[src/rtl/hbc_pkg.sv]
package hbc_pkg;

  localparam int LEAD_CYC = 3;

  typedef enum logic [1:0] {
    PH_IDLE = 2'd0,
    PH_LEAD = 2'd1,
    PH_VID  = 2'd2
  } phase_t;

  function automatic int eff_len(input int raw, input int max_len);
    if (raw < 1) return 1;
    if (raw > max_len) return max_len;
    return raw;
  endfunction

  function automatic int sat_add(input int a, input int b, input int lim);
    int s;
    s = a + b;
    if (s > lim) return lim;
    if (s < 0) return 0;
    return s;
  endfunction

endpackage

[src/rtl/hbc_seq.sv]
module hbc_seq
  import hbc_pkg::*;
#(
  parameter int LEN_W   = 4,
  parameter int MAX_LEN = 8,
  parameter int CNT_W   = 6
) (
  input  logic             clk,
  input  logic             rst_n,
  input  logic             req,
  input  logic [LEN_W-1:0] len,
  output logic             rdy,
  output logic             own_vid,
  output logic             gnt
);
  localparam int LEAD_W = $clog2(LEAD_CYC + 1);
  localparam int CNT_LIM = (2 ** CNT_W) - 1;

  phase_t            phase;
  logic [LEAD_W-1:0] lead_cnt;
  logic [CNT_W-1:0]  rem;
  logic              first_q;

  logic [CNT_W-1:0]  add_len;
  logic [CNT_W-1:0]  rem_lead_nxt;
  logic [CNT_W-1:0]  rem_vid_nxt;
  logic              lead_done;

  always_comb begin
    add_len      = req ? CNT_W'(eff_len(int'(len), MAX_LEN)) : '0;
    rem_lead_nxt = CNT_W'(sat_add(int'(rem), int'(add_len), CNT_LIM));
    rem_vid_nxt  = CNT_W'(sat_add(int'(rem) - 1, int'(add_len), CNT_LIM));
    lead_done    = (phase == PH_LEAD) && (lead_cnt == '0);
  end

  always_ff @(posedge clk or negedge rst_n) begin
    if (!rst_n) begin
      phase    <= PH_IDLE;
      lead_cnt <= '0;
      rem      <= '0;
      first_q  <= 1'b0;
    end else begin
      first_q <= lead_done;
      unique case (phase)
        PH_IDLE: begin
          if (req) begin
            phase    <= PH_LEAD;
            lead_cnt <= LEAD_W'(LEAD_CYC - 1);
            rem      <= add_len;
          end
        end
        PH_LEAD: begin
          rem <= rem_lead_nxt;
          if (lead_cnt == '0) phase <= PH_VID;
          else                lead_cnt <= lead_cnt - 1'b1;
        end
        PH_VID: begin
          rem <= rem_vid_nxt;
          if (rem_vid_nxt == '0) phase <= PH_IDLE;
        end
        default: phase <= PH_IDLE;
      endcase
    end
  end

  assign rdy     = (phase == PH_IDLE);
  assign own_vid = (phase == PH_VID);
  assign gnt     = own_vid && first_q;

  AST_LEAD_BEFORE_OWN: assert property (@(posedge clk) disable iff (!rst_n)
    $rose(own_vid) |-> ($past(!rdy, 1) && $past(!rdy, 2) && $past(!rdy, 3)));

  AST_RETURN_TOGETHER: assert property (@(posedge clk) disable iff (!rst_n)
    $fell(own_vid) |-> rdy);

  AST_GNT_FIRST_ONLY: assert property (@(posedge clk) disable iff (!rst_n)
    gnt |-> (own_vid && !$past(own_vid)));

  AST_VID_EXITS_TO_RDY: assert property (@(posedge clk) disable iff (!rst_n)
    own_vid |=> (own_vid || rdy));

endmodule

[src/rtl/hbc_guard.sv]
module hbc_guard (
  input  logic clk,
  input  logic rst_n,
  input  logic rdy,
  input  logic own_vid,
  input  logic wr,
  output logic hold,
  output logic viol
);
  assign hold = !rdy && !wr;
  assign viol = own_vid && wr;

  AST_NO_RDY_WHILE_VID: assert property (@(posedge clk) disable iff (!rst_n)
    own_vid |-> !rdy);

  AST_VIOL_NEEDS_LOW_RDY: assert property (@(posedge clk) disable iff (!rst_n)
    viol |-> (!rdy && !hold));

  AST_HOLD_ONLY_WHEN_NOT_READY: assert property (@(posedge clk) disable iff (!rst_n)
    hold |-> !viol);

endmodule

[src/rtl/hbc_ctrl.sv]
module hbc_ctrl
  import hbc_pkg::*;
#(
  parameter int LEN_W   = 4,
  parameter int MAX_LEN = 8
) (
  input  logic             clk,
  input  logic             rst_n,
  input  logic             vid_req,
  input  logic [LEN_W-1:0] vid_len,
  input  logic             cpu_wr,
  output logic             cpu_rdy,
  output logic             bus_own,
  output logic             vid_gnt,
  output logic             cpu_hold,
  output logic             bus_viol
);
  localparam int CNT_W = $clog2(MAX_LEN * (LEAD_CYC + 1) * 2 + 1);

  logic seq_rdy;
  logic seq_own;
  logic seq_gnt;

  hbc_seq #(
    .LEN_W   (LEN_W),
    .MAX_LEN (MAX_LEN),
    .CNT_W   (CNT_W)
  ) u_seq (
    .clk     (clk),
    .rst_n   (rst_n),
    .req     (vid_req),
    .len     (vid_len),
    .rdy     (seq_rdy),
    .own_vid (seq_own),
    .gnt     (seq_gnt)
  );

  hbc_guard u_guard (
    .clk     (clk),
    .rst_n   (rst_n),
    .rdy     (seq_rdy),
    .own_vid (seq_own),
    .wr      (cpu_wr),
    .hold    (cpu_hold),
    .viol    (bus_viol)
  );

  assign cpu_rdy = seq_rdy;
  assign bus_own = seq_own;
  assign vid_gnt = seq_gnt;

  AST_RESET_IDLE: assert property (@(posedge clk)
    $rose(rst_n) |-> (cpu_rdy && !bus_own && !vid_gnt));

endmodule

[config.mk]
export PLATFORM = sky130hd
export DESIGN_NAME = hbc_ctrl
export DESIGN_NICKNAME = d
export VERILOG_FILES = /design/src/rtl/hbc_pkg.sv /design/src/rtl/hbc_seq.sv /design/src/rtl/hbc_guard.sv /design/src/rtl/hbc_ctrl.sv
export SDC_FILE = /design/constraint.sdc
export NUM_CORES = 1
export LEC_CHECK = 0
export ABC_AREA = 1
export CAP_MARGIN = 20
export CORE_MARGIN = 1.5
export CORE_UTILIZATION = 45
export DETAILED_ROUTE_END_ITERATION = 6
export DONT_BUFFER_PORTS = 1
export HOLD_SLACK_MARGIN = 0.02
export SLEW_MARGIN = 10
export SYNTH_ARGS = -nofsm -noshare
export SYNTH_HDL_FRONTEND = slang
export SYNTH_SLANG_ARGS = --single-unit
[constraint.sdc]
create_clock -name clk -period 3.26 [get_ports clk]
set_input_delay 0.163 -clock clk [delete_from_list [all_inputs] [get_ports clk]]
set_output_delay 0.163 -clock clk [all_outputs]
set_load 0.02 [all_outputs]
==> results.py <==
metrics = {
    "logic_synthesis": {
        "synth_fp_nets": 238,
        "yosysSeqAreaShare_pct": 21.6,
        "ys_seq_elements": 12,
        "synth_area_leaders": "dfrtp_1 22%, nand2_1 14%, ha_1 13%, inv_1 10%, o21ai_0 7.2%",
        "avgSynthCellArea_um2": 6.48,
        "ys.warnings.count": 0,
        "post_synth_instance_area_um2": 1390,
        "synth_cell_type_count": 25,
        "yosys.area.top_type": "dfrtp_1",
        "synth_top_area_share_pct": 21.6,
        "syn_inst": 214,
    },
    "route": {
        "via_per_inst": 5.53,
        "remaining_drc_errors": 0,
        "firstDrtPassIters": 4,
        "postRouteAntennaNets": 0,
        "route.final.wire_length_mm": 3.51,
        "vias": 1372,
        "wl_per_cell_um": 14.2,
        "drtIter0Drc": 103,
    },
    "global_route": {
        "grt_pass1_wl_mm": 5.95,
        "grt_pass1_vias": 1267,
        "grt_use_met2_pct": 36.4,
        "track_usage_pct": 22.9,
        "met1_usage_pct": 32.3,
        "grt_max_degree": 13,
        "grt-busiest-layer": "met2",
        "met3_usage_pct": 3.96,
        "grt-ovfl-total": 0,
        "antenna_found_initial": 0,
    },
    "cells_and_area": {
        "antenna_cells": 0,
        "finalNetCount": 243,
        "area_delta_synth_final_pct": 4.87,
        "drive_above_1_share_pct": 6.91,
    },
    "place": {
        "portBuffers": 0,
        "gp_congestion": 0.901,
        "dp_hpwl_mm": 2.82,
    },
    "floorplan": {
        "die_h_um": 58.5,
        "core_um2": 2830,
        "io_pins": 13,
        "rows": 19,
        "initial_core_util_pct": 49.0,
        "dieArea_um2": 3430,
        "die_w_um": 58.5,
    },
    "worst_setup_path": {
        "cp_max_fo": 8,
        "cp_data_arrival_time_ns": 2.84,
        "crit_required_ns": 3.40,
        "end_kind": "flop",
        "worstSetupPathType": "flop to flop",
        "worstSetupStartpointType": "flop",
        "r2r_slack_ns": 0.56,
    },
    "timing": {
        "maxSlewViolCount": 0,
        "hold_viol": 0,
        "period_share_pct": 82.8,
        "hold_slack_ns": 0.105,
        "tns_ns": 0,
        "max_slew_margin_pct": 59.0,
        "tightest_slew_ns": 0.614,
        "post-route-min-period_ns": 2.70,
        "finalSetupViolCount": 0,
        "fin_worst_skew_ns": 0.00425,
        "timing.fmax_mhz": 371,
        "rsz0062_at_grt": "false",
    },
    "clock_network": {
        "tritoncts": "built",
        "cts_buffers": 3,
        "clk_latency_ns": 0.28,
        "clk_pin_slew_ns": 0.08,
        "cts_setup_buffers": 0,
        "cts_sinks": 12,
        "post_cts_resized": 0,
        "clock_path_buffers": 2,
        "h-tree-depth": 1,
        "cts-root-buf": "clkbuf_4",
    },
    "flow_run": {
        "max-cap-violations": 0,
    },
    "hold_path": {
        "hp-class": "input pin to flop",
    },
    "power_and_ir_drop": {
        "share_comb_of_total_power_pct": 74.7,
        "seqPwrFrac_pct": 18.8,
        "max-vdd-ir-drop_mv": 0.407,
        "power_leakage_nw": 0.772,
        "p_per_area_nw_per_um2": 1040,
        "p_clk_share_pct": 6.4,
        "p_switching_mw": 0.884,
        "switching_share_pct": 58.2,
        "p_int_mw": 0.634,
    },
    "outcome": {
        "status": "completed",
    },
}
-- cell usage after synthesis --
| master | number |
|---|---|
| nand3_4 | 1 |
| fa_1 | 2 |
| o21ai_0 | 20 |
| nand2_1 | 52 |
| o211a_1 | 1 |
| clkbuf_1 | 1 |
| nor3_1 | 3 |
| dfrtp_1 | 12 |
| ha_1 | 14 |
| nand3_1 | 17 |
| xor2_1 | 2 |
| a211oi_1 | 1 |
| nand3b_1 | 1 |
| nand3_2 | 1 |
| nor2_1 | 19 |
| nor2_4 | 1 |
| a21oi_1 | 12 |
| o21ai_4 | 1 |
| o22ai_1 | 3 |
| nor2_2 | 3 |
| inv_1 | 37 |
| a21oi_2 | 1 |
| xnor2_1 | 1 |
| nand4_1 | 4 |
| nand2_2 | 4 |
-- metal layers --
metal  up-vias  wire (µm)
met1       604       1730
li1        700          -
met4         0         88
met3        12        193
met5         -          0
met2        56       1500
-- worst paths after layout --
check,start,end,cells after the start
setup / recovery,u_seq.rem[0]$_DFFE_PN0P_,u_seq.rem[1]$_DFFE_PN0P_,13
hold / removal,vid_req,u_seq.rem[2]$_DFFE_PN0P_,3
setup reg to reg,u_seq.rem[0]$_DFFE_PN0P_,u_seq.rem[1]$_DFFE_PN0P_,13
hold reg to reg,u_seq.phase[1]$_DFFE_PN0P_,u_seq.phase[1]$_DFFE_PN0P_,2
max in group asynchronous,rst_n,u_seq.lead_cnt[0]$_DFFE_PN0P_,1
min in group asynchronous,rst_n,u_seq.first_q$_DFF_PN0_,1
-- metrics by stage --
stage / power, mW / worst slack (ns) / util (%) / instance area, µm² / std cells
detailed placement: 1.40 / 0.593 / 50.3 / 1420 / 244
floorplan: 1.15 / 0.906 / - / 1390 / 214
finish: 1.52 / 0.562 / 51.4 / 1460 / 248
global placement: 1.37 / 0.706 / 50.3 / 1420 / 244
CTS: 1.50 / 0.583 / 51.4 / 1460 / 248
global route: 1.69 / 0.337 / 51.4 / 1460 / 248
-- state kept, by name, summed over array words and instances, names as in the netlist --
register        cells
u_seq.rem           7
u_seq.lead_cnt      2
u_seq.phase         2
u_seq.first_q       1
-- timing repair --
| item | in CTS | in global routing |
|---|---|---|
| hold buffers | 1 | 0 |
| endpoints found under the hold margin | 12 | 0 |
| endpoints found under the setup margin | 0 | 0 |
-- power groups by stage --
stage / clock network (mW) / registers (mW) / logic [mW]
2_1_floorplan: 0 / 0.268 / 0.885
3_3_place_gp: 0 / 0.287 / 1.08
3_5_place_dp: 0 / 0.287 / 1.11
4_1_cts: 0.0963 / 0.283 / 1.12
5_1_grt: 0.104 / 0.294 / 1.30
6_report: 0.0974 / 0.286 / 1.13
-- layout by cell type (no fill, tap or decap), drive strengths merged --
master,synthesis,final
a211oi,1,1
a21oi,13,13
clkbuf,1,3
dfrtp,12,12
dlygate4sd3,0,1
fa,2,2
ha,14,14
inv,37,37
nand2,56,56
nand3,19,19
nand3b,1,1
nand4,4,4
nor2,23,23
nor3,3,3
o211a,1,1
o21ai,21,21
o22ai,3,3
xnor2,1,1
xor2,2,2
-- logic make-up after synthesis --
| logic type | after synthesis | synth area share [%] |
|---|---|---|
| compound gates | 39 | 16.0 |
| xor+xnor | 3 | 1.89 |
| fa+ha+maj | 16 | 15.5 |
| buf+inv | 38 | 10.3 |
| flops | 12 | 21.6 |
| simple gates | 106 | 34.7 |
-- layout make-up --
cell class | instances | area, µm²
clock buffers | 3 | 22.5
fillers | 287 | 1370
inverters | 37 | 139
multi-input cells | 164 | 945
flip-flops and latches | 12 | 300
well taps | 31 | 38.8
repair buffers | 1 | 10.0
-- worst max-delay path: stages, from the launching register on --
cell and delay, ns:
dfrtp_1 0.38, inv_1 0.19, ha_1 0.29, xor2_1 0.09
ha_1 0.35, nand3_1 0.12, nand3_1 0.10, nand2_1 0.09
a21oi_2 0.18, nand3_1 0.13, nand3_4 0.15, a21oi_1 0.09
o21ai_0 0.22, o21ai_0 0.15
Note: power is estimated with default switching activity, not from simulation.
